===== src/rtl/i2ctr_pkg.sv =====
// Shared constants and types of the I2C target read engine.
package i2ctr_pkg;
    localparam int BYTE_W = 8;
    localparam int CNT_W  = 4;
    // SCL rise count at which the ninth (handshake) clock begins / ends
    localparam logic [CNT_W-1:0] SLOT_ACK = 4'd8;
    localparam logic [CNT_W-1:0] SLOT_END = 4'd9;

    typedef enum logic [2:0] {
        S_IDLE,
        S_ADDR,
        S_REG,
        S_SEND,
        S_SKIP
    } eng_state_t;

    typedef enum logic {
        K_DATA,
        K_CRC
    } send_kind_t;
endpackage


===== src/rtl/i2ctr_bus_sync.sv =====
// Brings SCL/SDA into the clock domain and derives bus events.
// Assumes STAGES >= 2 and that SCL phases last several clock cycles.
module i2ctr_bus_sync #(
    parameter int STAGES = 2
) (
    input  logic clk,
    input  logic rst_n,
    input  logic scl_i,
    input  logic sda_i,
    output logic sda_s,
    output logic scl_rise,
    output logic scl_fall,
    output logic start_evt,
    output logic stop_evt
);
    logic [STAGES-1:0] scl_p;
    logic [STAGES-1:0] sda_p;
    logic              scl_d;
    logic              sda_d;
    logic              scl_s;

    // Synchronizer chains and one-cycle history; idle bus reads high.
    always_ff @(posedge clk) begin
        if (!rst_n) begin
            scl_p <= '1;
            sda_p <= '1;
            scl_d <= 1'b1;
            sda_d <= 1'b1;
        end else begin
            scl_p <= {scl_p[STAGES-2:0], scl_i};
            sda_p <= {sda_p[STAGES-2:0], sda_i};
            scl_d <= scl_p[STAGES-1];
            sda_d <= sda_p[STAGES-1];
        end
    end

    // Edge and start/stop decode on the synchronized lines.
    always_comb begin
        scl_s     = scl_p[STAGES-1];
        sda_s     = sda_p[STAGES-1];
        scl_rise  = scl_s & ~scl_d;
        scl_fall  = ~scl_s & scl_d;
        start_evt = scl_s & scl_d & sda_d & ~sda_s;
        stop_evt  = scl_s & scl_d & ~sda_d & sda_s;
    end
endmodule


===== src/rtl/i2ctr_crc8.sv =====
// Byte-wise CRC-8 accumulator, MSB first. A clear together with an
// update restarts from INIT and folds in the new byte.
module i2ctr_crc8 #(
    parameter logic [7:0] POLY = 8'h07,
    parameter logic [7:0] INIT = 8'h00
) (
    input  logic       clk,
    input  logic       rst_n,
    input  logic       clr,
    input  logic       upd,
    input  logic [7:0] din,
    output logic [7:0] crc_q
);
    logic [7:0] nxt;

    // Fold one byte into the running value, one bit per step.
    always_comb begin
        nxt = clr ? INIT : crc_q;
        for (int i = 0; i < 8; i++) begin
            if (nxt[7] ^ din[7-i]) nxt = {nxt[6:0], 1'b0} ^ POLY;
            else                   nxt = {nxt[6:0], 1'b0};
        end
    end

    // Hold the accumulated value.
    always_ff @(posedge clk) begin
        if (!rst_n)   crc_q <= INIT;
        else if (upd) crc_q <= nxt;
        else if (clr) crc_q <= INIT;
    end
endmodule


===== src/rtl/i2ctr_read_engine.sv =====
// I2C target serving register reads with optional per-byte CRC.
// Assumes the clock is fast enough that every SCL phase spans at least
// six cycles; SDA is only ever pulled low, never driven high.
module i2ctr_read_engine
    import i2ctr_pkg::*;
#(
    parameter logic [6:0] TARGET_ADDR = 7'h2C,
    parameter int         SYNC_STAGES = 2
) (
    input  logic              clk,
    input  logic              rst_n,
    input  logic              scl_i,
    input  logic              sda_i,
    output logic              sda_oe,
    input  logic              crc_en,
    output logic              rd_en,
    output logic [BYTE_W-1:0] rd_addr,
    input  logic [BYTE_W-1:0] rd_data
);
    logic              sda_s, scl_rise, scl_fall, start_evt, stop_evt;
    eng_state_t        st;
    send_kind_t        kind;
    logic [CNT_W-1:0]  cnt;
    logic [BYTE_W-1:0] rx_sh, tx_sh, ptr, nxt_byte, crc_din, crc_q;
    logic              cap_pend, peer_ack, crc_clr, crc_upd;

    i2ctr_bus_sync #(.STAGES(SYNC_STAGES)) u_sync (
        .clk      (clk),
        .rst_n    (rst_n),
        .scl_i    (scl_i),
        .sda_i    (sda_i),
        .sda_s    (sda_s),
        .scl_rise (scl_rise),
        .scl_fall (scl_fall),
        .start_evt(start_evt),
        .stop_evt (stop_evt)
    );

    i2ctr_crc8 u_crc (
        .clk  (clk),
        .rst_n(rst_n),
        .clr  (crc_clr),
        .upd  (crc_upd),
        .din  (crc_din),
        .crc_q(crc_q)
    );

    // Bus protocol sequencer, register pointer and transmit shifter.
    always_ff @(posedge clk) begin
        if (!rst_n) begin
            st       <= S_IDLE;
            kind     <= K_DATA;
            cnt      <= '0;
            rx_sh    <= '0;
            tx_sh    <= '0;
            ptr      <= '0;
            nxt_byte <= '0;
            crc_din  <= '0;
            cap_pend <= 1'b0;
            peer_ack <= 1'b0;
            crc_clr  <= 1'b0;
            crc_upd  <= 1'b0;
            sda_oe   <= 1'b0;
            rd_en    <= 1'b0;
            rd_addr  <= '0;
        end else begin
            rd_en    <= 1'b0;
            crc_upd  <= 1'b0;
            crc_clr  <= 1'b0;
            cap_pend <= rd_en;
            if (cap_pend) nxt_byte <= rd_data;

            if (stop_evt) begin
                st      <= S_IDLE;
                sda_oe  <= 1'b0;
                crc_clr <= 1'b1;
            end else if (start_evt) begin
                st     <= S_ADDR;
                cnt    <= '0;
                sda_oe <= 1'b0;
            end else begin
                unique case (st)
                    S_ADDR, S_REG: begin
                        if (scl_rise) begin
                            cnt <= cnt + 1'b1;
                            if (cnt < SLOT_ACK) rx_sh <= {rx_sh[BYTE_W-2:0], sda_s};
                        end else if (scl_fall && cnt == SLOT_ACK) begin
                            crc_din <= rx_sh;
                            if (st == S_REG) begin
                                ptr     <= rx_sh;
                                sda_oe  <= 1'b1;
                                crc_upd <= 1'b1;
                            end else if (rx_sh[BYTE_W-1:1] == TARGET_ADDR) begin
                                sda_oe  <= 1'b1;
                                crc_upd <= 1'b1;
                                if (rx_sh[0]) begin
                                    rd_en   <= 1'b1;
                                    rd_addr <= ptr;
                                end
                            end else begin
                                st <= S_SKIP;
                            end
                        end else if (scl_fall && cnt == SLOT_END) begin
                            cnt    <= '0;
                            sda_oe <= 1'b0;
                            if (st == S_ADDR && rx_sh[0]) begin
                                st      <= S_SEND;
                                kind    <= K_DATA;
                                tx_sh   <= nxt_byte;
                                sda_oe  <= ~nxt_byte[BYTE_W-1];
                                crc_din <= nxt_byte;
                                crc_upd <= 1'b1;
                                ptr     <= ptr + 1'b1;
                                rd_en   <= 1'b1;
                                rd_addr <= ptr + 1'b1;
                            end else if (st == S_ADDR) begin
                                st <= S_REG;
                            end else begin
                                st <= S_SKIP;
                            end
                        end
                    end
                    S_SEND: begin
                        if (scl_rise) begin
                            cnt <= cnt + 1'b1;
                            if (cnt == SLOT_ACK) peer_ack <= ~sda_s;
                        end else if (scl_fall) begin
                            if (cnt < SLOT_ACK) begin
                                tx_sh  <= {tx_sh[BYTE_W-2:0], 1'b0};
                                sda_oe <= ~tx_sh[BYTE_W-2];
                            end else if (cnt == SLOT_ACK) begin
                                sda_oe <= 1'b0;
                            end else begin
                                cnt <= '0;
                                if (kind == K_DATA && crc_en) begin
                                    kind    <= K_CRC;
                                    tx_sh   <= crc_q;
                                    sda_oe  <= ~crc_q[BYTE_W-1];
                                    crc_clr <= 1'b1;
                                end else if (peer_ack) begin
                                    kind    <= K_DATA;
                                    tx_sh   <= nxt_byte;
                                    sda_oe  <= ~nxt_byte[BYTE_W-1];
                                    crc_din <= nxt_byte;
                                    crc_upd <= 1'b1;
                                    ptr     <= ptr + 1'b1;
                                    rd_en   <= 1'b1;
                                    rd_addr <= ptr + 1'b1;
                                end else begin
                                    st      <= S_IDLE;
                                    sda_oe  <= 1'b0;
                                    crc_clr <= 1'b1;
                                end
                            end
                        end
                    end
                    default: ;
                endcase
            end
        end
    end
endmodule


===== config.mk =====
export PLATFORM = sky130hd
export DESIGN_NAME = i2ctr_read_engine
export DESIGN_NICKNAME = d
export VERILOG_FILES = /design/src/rtl/i2ctr_pkg.sv /design/src/rtl/i2ctr_bus_sync.sv /design/src/rtl/i2ctr_crc8.sv /design/src/rtl/i2ctr_read_engine.sv
export SDC_FILE = /design/constraint.sdc
export NUM_CORES = 1
export LEC_CHECK = 0
export BUFFER_PORTS_ARGS = -buffer_cell sky130_fd_sc_hd__buf_2
export CAP_MARGIN = 20
export CORE_ASPECT_RATIO = 1.5
export CORE_UTILIZATION = 60
export CTS_CLUSTER_DIAMETER = 80
export DETAILED_ROUTE_END_ITERATION = 7
export MAX_ROUTING_LAYER = met4
export PLACE_DENSITY_LB_ADDON = 0.12
export SYNTH_ARGS = -nofsm -noshare
export SYNTH_HDL_FRONTEND = slang
export SYNTH_SLANG_ARGS = --single-unit
export TNS_END_PERCENT = 20

===== constraint.sdc =====
create_clock -name clk -period 2.41 [get_ports clk]
set_input_delay 0.482 -clock clk [delete_from_list [all_inputs] [get_ports clk]]
set_output_delay 0.482 -clock clk [all_outputs]
set_load 0.01 [all_outputs]

Yosys cells after proc, flatten, opt, wreduce, memory -nomap -nowiden
Index checks and enable logic that the tools add are counted.
- register bits: 75
- output and inout port bits: 10
- input bits: 13
- logic and storage cells: 244
- bitwise logic cells: 34
- add/sub/neg operators: 2
- mux-type cells: 123
- reductions and logical operators: 20
- equal/unequal tests: 43
- $lt $le $gt $ge: 1
- operators by type and width (operator ; number):
    two-way mux 8 bit ; 28
    two-way mux 3 bit ; 21
    two-way mux 1 bit ; 49
    two-way mux 7 bit ; 7
    inequality test 3 bit, second input constant ; 16
    case mux 8 bit (2 select lines) ; 3
    inequality test 4 bit, second input constant ; 10
    AND reduction 11 bit ; 3
    two-way mux 4 bit ; 8
    inverter 3 bit ; 8
    AND reduction 12 bit ; 2
    inequality test 2 bit, second input constant ; 11
    AND reduction 15 bit ; 1
    case mux 7 bit (2 select lines) ; 1
    AND reduction 13 bit ; 1
    inverter 1 bit ; 11
    AND reduction 5 bit ; 2
    adder 8 x 1 -> 8 bit, second input constant ; 1
    equality test 4 bit, second input constant ; 2
    case mux 1 bit (2 select lines) ; 4
    case mux 4 bit (2 select lines) ; 1
    bitwise XOR 1 bit ; 8
    AND 1 bit ; 7
    equality test 7 x 6 -> 1 bit, second input constant ; 1
    other kinds (12) ; 17

Longest topological paths before layout
Gate-level depths: netlist of run 1.
- depth after elaboration: 18
- mapped depth: 10
- mapped depth without buffers: 8

By module
Synthesis of run 1 repeated with hierarchy kept, for this count alone.
- cell total of the unflattened synthesis: 490
- area, all modules: 4365.4 sq um
- by module, submodules not included (module ; cells each ; sequential area each (sq um) ; instances ; area an instance (sq um)):
    i2ctr_read_engine ; 410 ; 1221.2 ; 1 ; 3542.1
    i2ctr_crc8 ; 64 ; 160.2 ; 1 ; 633.1
    i2ctr_bus_sync ; 16 ; 120.1 ; 1 ; 190.2

Worst setup path before layout of run 1
OpenSTA, ideal clock, no wires.
- path type: reg2reg
- start point: reg cnt[0]
- end point: reg ptr[2]
- arrival: 2.018 ns
- required time: 2.293 ns
- stages on the path, launching flop included: 10
- setup time: 0.117 ns
- slack: 0.275 ns
- buffers on the path: 1
- cell sequence: dfxtp_1 -> inv_1 -> ha_1 -> nor2_1 -> a2111o_1 -> a21oi_4 -> and3_4 -> buf_6 -> o211ai_1 -> a32o_1
- word-level cells in the longest chain between the ends: 5
- RTL lines (what ; RTL line ; RTL):
    from (decl) ; i2ctr_read_engine.sv:23 ; logic [CNT_W-1:0] cnt;
    from (signal assigned) ; i2ctr_read_engine.sv:85 ; cnt <= cnt + 1'b1;
    from (signal assigned) ; i2ctr_read_engine.sv:125 ; cnt <= cnt + 1'b1;
    parallel branches: the longest is 5 deep, another holds < comparator 4 bit ; -- ;
    to (signal assigned) ; i2ctr_read_engine.sv:90 ; ptr <= rx_sh;
    to (signal assigned) ; i2ctr_read_engine.sv:113 ; ptr <= ptr + 1'b1;
    to (signal assigned) ; i2ctr_read_engine.sv:146 ; ptr <= ptr + 1'b1;
    to (decl) ; i2ctr_read_engine.sv:24 ; logic [BYTE_W-1:0] rx_sh, tx_sh, ptr, nxt_byte, crc_din, crc_q;
Parallel ways; which one is timed is not known. The select of a mux whose other input is x is not followed.
A chain may end at the register's enable or synchronous reset.

Worst setup path after layout of run 1
Ends and elaborated chain as after synthesis.

==> results.md, run 1 <==
* Status: completed
* Final instance area at 4600 µm²
* Vias at around 3700
* Worst reg2reg path depth at 8
* Post-DP Area at around 4400 µm²
* Final min period at roughly 2.3 ns
* Top cell type's share of synthesized area at 0.362
* Num CTS Buffers at 9
* DRT iter0 DRCs at 376
* Buffers added on ports at 22
* Final setup viols at 0
* Slew headroom at 0.653
* First-pass GRT wire length at between 15000 and 20000 µm
* Synth area leaders: dfxtp_1 (36%), mux2i_1 (7.5%), nand2_1 (5.3%)
* Final Wtd Congestion at approximately 0.93
* Die width at 69.9 µm
* P_leak at roughly 0.0018 µW
* Post-synth top area cell: dfxtp_1
* Cell Chain, Critical Path: inv_1 -> ha_2 -> nor2_1 -> a2111o_1 -> a21oi_4 -> and3_4 -> o211ai_1 -> a32o_1
* Root buf cell: clkbuf_8
* HPWL after DPL at 7690 µm
* Post-Syn Area per Cell at 8.42 µm²
* Worst R2R Setup Slack at about 0.14 ns
* CTS tree: built
* Critical path class: reg2reg
* Max Clock Freq at 441 MHz
* EDFF count, synth at 0
* Post-route insts no fill at between 600 and 700
* Clock skew at approximately 0.009 ns
* Synth Instances at about 490
* Worst-margin pin slew at 0.507 ns
* FFs w/ async S/R, synth at 0
* P per Cell Area at approximately 510 nW/µm²
* Hold Vio Cnt, Final at 0
* # Max-Cap Violations at 0
* Synth Net Count at about 500
* Startpoint Class: flop
* Initial antenna violation count at 0
* Fin worst setup slack at between 0.1 and 0.15 ns
* Hold-fix buffers at CTS at 0
* Post-layout util at 0.699
* Layout Nets at 541
* Cells after DPL at 584
* Vias in the first global route at ~3600
* Die Ht at just over 100 µm
* Setup WS pre-CTS at 0.0678 ns
* Worst-skew pair later-pin latency at between 0.3 and 0.4 ns
* CTS H-tree lvls at 3
* Unrepaired setup endpoints after global routing: false
* Top FF cell, synth: dfxtp_1
* FF-to-FF End: ptr[2]
* Min-delay src: scl_i
* Worst endpoint required time at 2.67 ns
* Clock tree buffer depth at 2
* Critical path's slowest cell: a2111o_1
* Num rows at 36
* Synth warn at 0
* Drt pass-1 iters at 5
* Vias per cell at about 6.2
* Yosys cell types at 62
* GR Util All Layers at 0.314
* IO Pins at 23
* Worst-path clk slew at around 0.08 ns
* Postcts setup bufs at 0
* Starting Density at 0.631
* WL/cell at 17.8 µm
* Count of final max-slew check failures at 0
* Register area share after synthesis at 0.362
* Worst hold stages at 2
* Crit Path Max Fanout at 10
* Fraction of layout cells with a size suffix above 1 at 0.135
* Worst hold-check path type: in2reg
* Kind of end point of the critical path: flop
* Final period util at 0.940
* Clock Sink Count at 75
* Die ar. at 7260 µm²
* Fin Setup TNS at 0 ns
* Final ANT Viol Nets at 0
* GR Overflow Total at 0
* Reg-to-reg startpoint: cnt[0]
* Maximum vdd drop at 390 µV
* Crit path DAT at between 2 and 3 ns
* Post_cts resized at 0
* Synthesized cell area at between 4000 and 5000 µm²
* Antenna cells at 0
* Core area at between 6000 and 7000 µm²
* Flops & latches, synth at 75
* Total wire length at between 10000 and 15000 µm
* DR DRC count at 0
* Slowest stage delay, CP at 0.43 ns
* Largest net degree at the start of global routing at 37
* Endpoint, Worst Hold: u_sync.scl_p[0]
* Crit path buf inv count at 1
* Area Growth Syn to Fin at 10.8%
* Delay-heaviest family, CP: compound AO/OA/AOI/OAI gates
[metal layers]
layer / track usage / share of wire / vias up
met5: - / 0 / -
met1: 0.364 / 0.42 / 1786
met4: 0.173 / 0.040 / 0
met2: 0.519 / 0.50 / 102
met3: 0.0407 / 0.036 / 35
li1: - / - / 1797
[power breakdown]
part	switching [µW]	total, µW	leakage, µW	internal [µW]
Sequential	5.10	1250	0.000605	1240
Combinational	63.6	99.1	0.00106	35.5
Clock	481	1020	0.0000998	538
Total	550	2370	0.00176	1820
[logic make-up after synthesis]
group           after synthesis  synth area share
simple gates                186             0.220
compound gates              118             0.194
flops                        75             0.362
buf+inv                      41            0.0464
xor+xnor                     34            0.0784
mux                          31            0.0747
fa+ha+maj                     8            0.0241
[through the flow]
stage | hold slack [ns] | power (µW)
after floorplan | 0.386 | 1330
after global placement | 0.390 | 1370
after detailed placement | 0.398 | 1370
after CTS | 0.297 | 2370
after global routing | 0.307 | 2430
final | 0.301 | 2370
[sequential cells by signal, summed over array words and instances (netlist names), 2 cells and up]
| signal | flops |
|---|---|
| rd_addr | 8 |
| ptr | 8 |
| u_sync.scl_p | 2 |
| st | 3 |
| rx_sh | 8 |
| u_sync.sda_p | 2 |
| u_crc.crc_q | 8 |
| cnt | 4 |
| nxt_byte | 8 |
| tx_sh | 7 |
| crc_din | 8 |
[cells in the mapped netlist, types with 7 or more instances]
| master | count |
|---|---|
| nand2b_1 | 15 |
| or3_1 | 9 |
| nor2_1 | 52 |
| mux2i_1 | 31 |
| a311oi_1 | 8 |
| nand2_1 | 59 |
| dfxtp_1 | 75 |
| o22ai_1 | 12 |
| xor2_1 | 8 |
| xnor2_1 | 24 |
| a31oi_1 | 7 |
| a21oi_1 | 30 |
| nand3_1 | 7 |
| and2_1 | 7 |
| inv_1 | 11 |
| o21ai_0 | 17 |
| ha_1 | 8 |
| nor2b_1 | 9 |
| buf_2 | 7 |
| clkbuf_1 | 16 |
[area by class of cell]
class	count	area, µm²
multi-input combinational	378	2470
fill	563	1980
sequential	75	1500
timing repair buffer	43	280
clock buffer	13	159
tap	76	95.1
inverter	13	48.8
clock inverter	3	46.3
[worst max path at each step]
stage | end | depth (start not counted) | from
after floorplan | ptr[2] | 9 | cnt[0]
after global placement | ptr[2] | 8 | cnt[0]
after detailed placement | ptr[2] | 8 | cnt[0]
after CTS | ptr[2] | 8 | cnt[0]
after global routing | tx_sh[1] | 8 | u_sync.scl_p[1]
final | ptr[2] | 8 | cnt[0]
[placed cells by master (no fill, tap or decap), drive strengths merged, types with 9 or more instances in the layout]
cell type,count
dfxtp,75
nand2,59
nor2,53
buf,43
a21oi,32
mux2i,31
xnor2,24
o21ai,20
nand2b,15
inv,13
clkbuf,13
o22ai,12
nor2b,9
or3,9
No activity file was read; power rests on OpenSTA's default activity.
==> run 2, diff against run 1 <==
--- a/config.mk
+++ b/config.mk
@@ -14,4 +14,6 @@
 export MAX_ROUTING_LAYER = met4
 export PLACE_DENSITY_LB_ADDON = 0.12
+export REMOVE_ABC_BUFFERS = 1
+export SLEW_MARGIN = 20
 export SYNTH_ARGS = -nofsm -noshare
 export SYNTH_HDL_FRONTEND = slang
==> constraint.sdc (replaced) <==
create_clock -name clk -period 2.41 [get_ports clk]
set_input_delay 0 -clock clk [delete_from_list [all_inputs] [get_ports clk]]
set_output_delay 0 -clock clk [all_outputs]
set_load 0.01 [all_outputs]
==> run 2 against run 1 <==
  * Highest routed layer unchanged
  * Clock skew is essentially flat
  * Total power shrank 0.78%
  * Via count grew 0.94%
  * Clock-buffer cell count is the same
  * Critical path depth is the same
  * Critical path type unchanged
  * Cell area grew 1.6%
  * Hold slack lost 0.21 ns
  * Largest cell class unchanged
  * Maximum frequency shrank 0.66%
  * Utilization grew 1.1 points
  * First-iteration DRC count shrank 27%
  * Sequential share of layout area shrank 0.52 points
==> results.md, run 2 (synthesis results as in run 1) <==
* Crit path capture: ptr[2]
* Reg-to-reg startpoint: cnt[0]
* Slowest stage delay, CP at 0.42 ns (about the same)
* Setup WS pre-CTS at 0.0818 ns (+0.0140 ns)
* DR DRC count at 0 (unchanged)
* Largest net degree at the start of global routing at 55 (+49%)
* Hold Vio Cnt, Final at 0 (unchanged)
* Worst reg2reg path depth at 8 (unchanged)
* Count of final max-slew check failures at 0 (unchanged)
* DRT iter0 DRCs at 276 (-27%)
* Comb power frac at 0.048 (+0.006)
* Status: completed
* Final min period at 2.28 ns (+0.0150 ns)
* Clock skew at 0.00873 ns (-0.000440 ns)
* Final ANT Viol Nets at 0 (unchanged)
* Max Clock Freq at 438 MHz (-0.66%)
* Buffers added on ports at 22 (unchanged)
* Vias per cell at 6.19 (about the same)
* Cell count along the critical path at 8 (unchanged)
* Crit Path Max Fanout at 10 (unchanged)
* Critical path's slowest cell: dfxtp_1
* Int Pwr at 1820 µW (about the same)
* Final Wtd Congestion at 1.00 (+7.6%)
* Psw at 533 µW (-3.2%)
* Fin worst setup slack at 0.129 ns (-0.0150 ns)
* Crit path DAT at 2.54 ns (+0.02 ns)
* Sequential share of power at 0.531 (+0.004)
* Worst-margin pin slew at 0.964 ns (+0.456 ns)
* CP startpoint: cnt[0]
* Antenna cells at 0 (unchanged)
* Die Ht at 104 µm (unchanged)
* Clock Sink Count at 75 (unchanged)
* Post-DP Area at 4330 µm² (-1.3%)
* HPWL after DPL at 7190 µm (-6.5%)
* Worst R2R Setup Slack at 0.13 ns (-0.02 ns)
* Maximum vdd drop at 396 µV (+1.6%)
* # Max-Cap Violations at 0 (unchanged)
* Fraction of layout cells with a size suffix above 1 at 0.128 (-0.00718)
* Startpoint Class: flop
* Kind of end point of the critical path: flop
* Cells after DPL at 578 (-1.0%)
* Root buf cell: clkbuf_8
* Total wire length at 10600 µm (-0.48%)
* Clk pwr share at 0.421 (-0.010)
* Num rows at 36 (unchanged)
* Area Growth Syn to Fin at 12.5%
* Final setup viols at 0 (unchanged)
* Die width at 69.9 µm (unchanged)
* Vias in the first global route at 3712 (+3.9%)
* GR Util All Layers at 0.306 (-0.00793)
* Slew headroom at 0.358 (-0.295)
* Commonest cells after routing, fill and taps aside: dfxtp_1 (75), nand2_1 (59), nor2_1 (52)
* Cell Chain, Critical Path: inv_1 -> ha_2 -> nand2b_1 -> nand4_1 -> a21oi_4 -> and3_4 -> o211ai_1 -> a32o_1
* Layout Nets at 548 (+1.3%)
* Core area at 6580 µm² (unchanged)
* CTS tree: built
* Worst-path clk slew at 0.08 ns (about the same)
* Drt pass-1 iters at 4 (-1)
* Initial antenna violation count at 0 (unchanged)
* Fin Setup TNS at 0 ns (unchanged)
* Crit path buf inv count at 1 (unchanged)
* First-pass GRT wire length at 17300 µm (-0.24%)
* Commonest non-fill, non-tap cell in the layout: dfxtp_1
* Sw Share at 0.227 (-0.00558)
* Worst-skew pair later-pin latency at 0.36 ns (about the same)
* Worst hold-check path type: in2reg
* Critical path class: reg2reg
* Final period util at 0.947 (+0.00624)
* P per Cell Area at 503 nW/µm² (-2.3%)
* WL/cell at 17.5 µm (-1.5%)
* Vias at 3755 (+0.94%)
* Post-route insts no fill at 607 (+1.0%)
* Clock tree buffer depth at 2 (unchanged)
* Delay-heaviest family, CP: compound AO/OA/AOI/OAI gates
* FF-to-FF End: ptr[2]
* Final instance area at 4670 µm² (+1.6%)
* CTS H-tree lvls at 3 (unchanged)
* Num CTS Buffers at 9 (unchanged)
* Worst endpoint required time at 2.67 ns (about the same)
* P_leak at 0.00179 µW (+1.5%)
* GR Overflow Total at 0 (unchanged)
* Total power at 2350 µW (-0.78%)
* IO Pins at 23 (unchanged)
* Die ar. at 7260 µm² (unchanged)
* Starting Density at 0.631 (unchanged)
[run 2: power groups by stage]
stage	logic [µW]	clock network, µW	registers, µW
after detailed placement	93.5	0	1280
after global placement	91.6	0	1280
after floorplan	48.9	0	1280
after global routing	122	1050	1250
after CTS	106	994	1250
final	112	989	1250
[run 2: routing by layer]
metal,share of wire,vias to the layer above,track usage
met5,0,-,-
met1,0.41,1793,0.358
li1,-,1821,-
met2,0.51,112,0.496
met3,0.044,29,0.0494
met4,0.031,0,0.167
[run 2: worst min path at each step]
| stage | slack, ns | depth (start not counted) | start | end |
|---|---|---|---|---|
| floorplan | 0.07 | 1 | rst_n | u_sync.scl_d |
| global placement | 0.18 | 2 | sda_i | u_sync.sda_p[0] |
| detailed placement | 0.19 | 2 | sda_i | u_sync.sda_p[0] |
| CTS | 0.08 | 3 | rst_n | u_sync.sda_p[0] |
| global route | 0.09 | 3 | rst_n | u_sync.scl_p[1] |
| finish | 0.09 | 3 | rst_n | u_sync.scl_d |
[run 2: worst register-to-register path: stages (launching register included)]
cell and delay, ns:
dfxtp_1 0.42, inv_1 0.09, ha_2 0.23, nand2b_1 0.11, nand4_1 0.26, a21oi_4 0.39
and3_4 0.32, o211ai_1 0.11, a32o_1 0.27
[run 2: what timing repair did]
action	in CTS	in global routing
hold buffers	10	0
resized for setup	0	3
hold endpoints to repair	10	0
endpoints found under the setup margin	0	21
buffers inserted	0	2
[run 2: area by class of cell]
type,instances,area [µm²]
inverter,13,48.8
fill,543,1900
sequential,75,1500
clock inverter,2,35.0
tap,76,95.1
timing repair buffer,49,338
clock buffer,13,159
multi-input combinational,379,2490
[run 2: per-stage QoR]
| step | util | hold WS (ns) |
|---|---|---|
| 6_report | 0.710 | 0.0887 |
| 5_1_grt | 0.710 | 0.0866 |
| 4_1_cts | 0.702 | 0.0796 |
| 2_1_floorplan | - | 0.0690 |
| 3_5_place_dp | 0.658 | 0.187 |
| 3_3_place_gp | 0.658 | 0.183 |
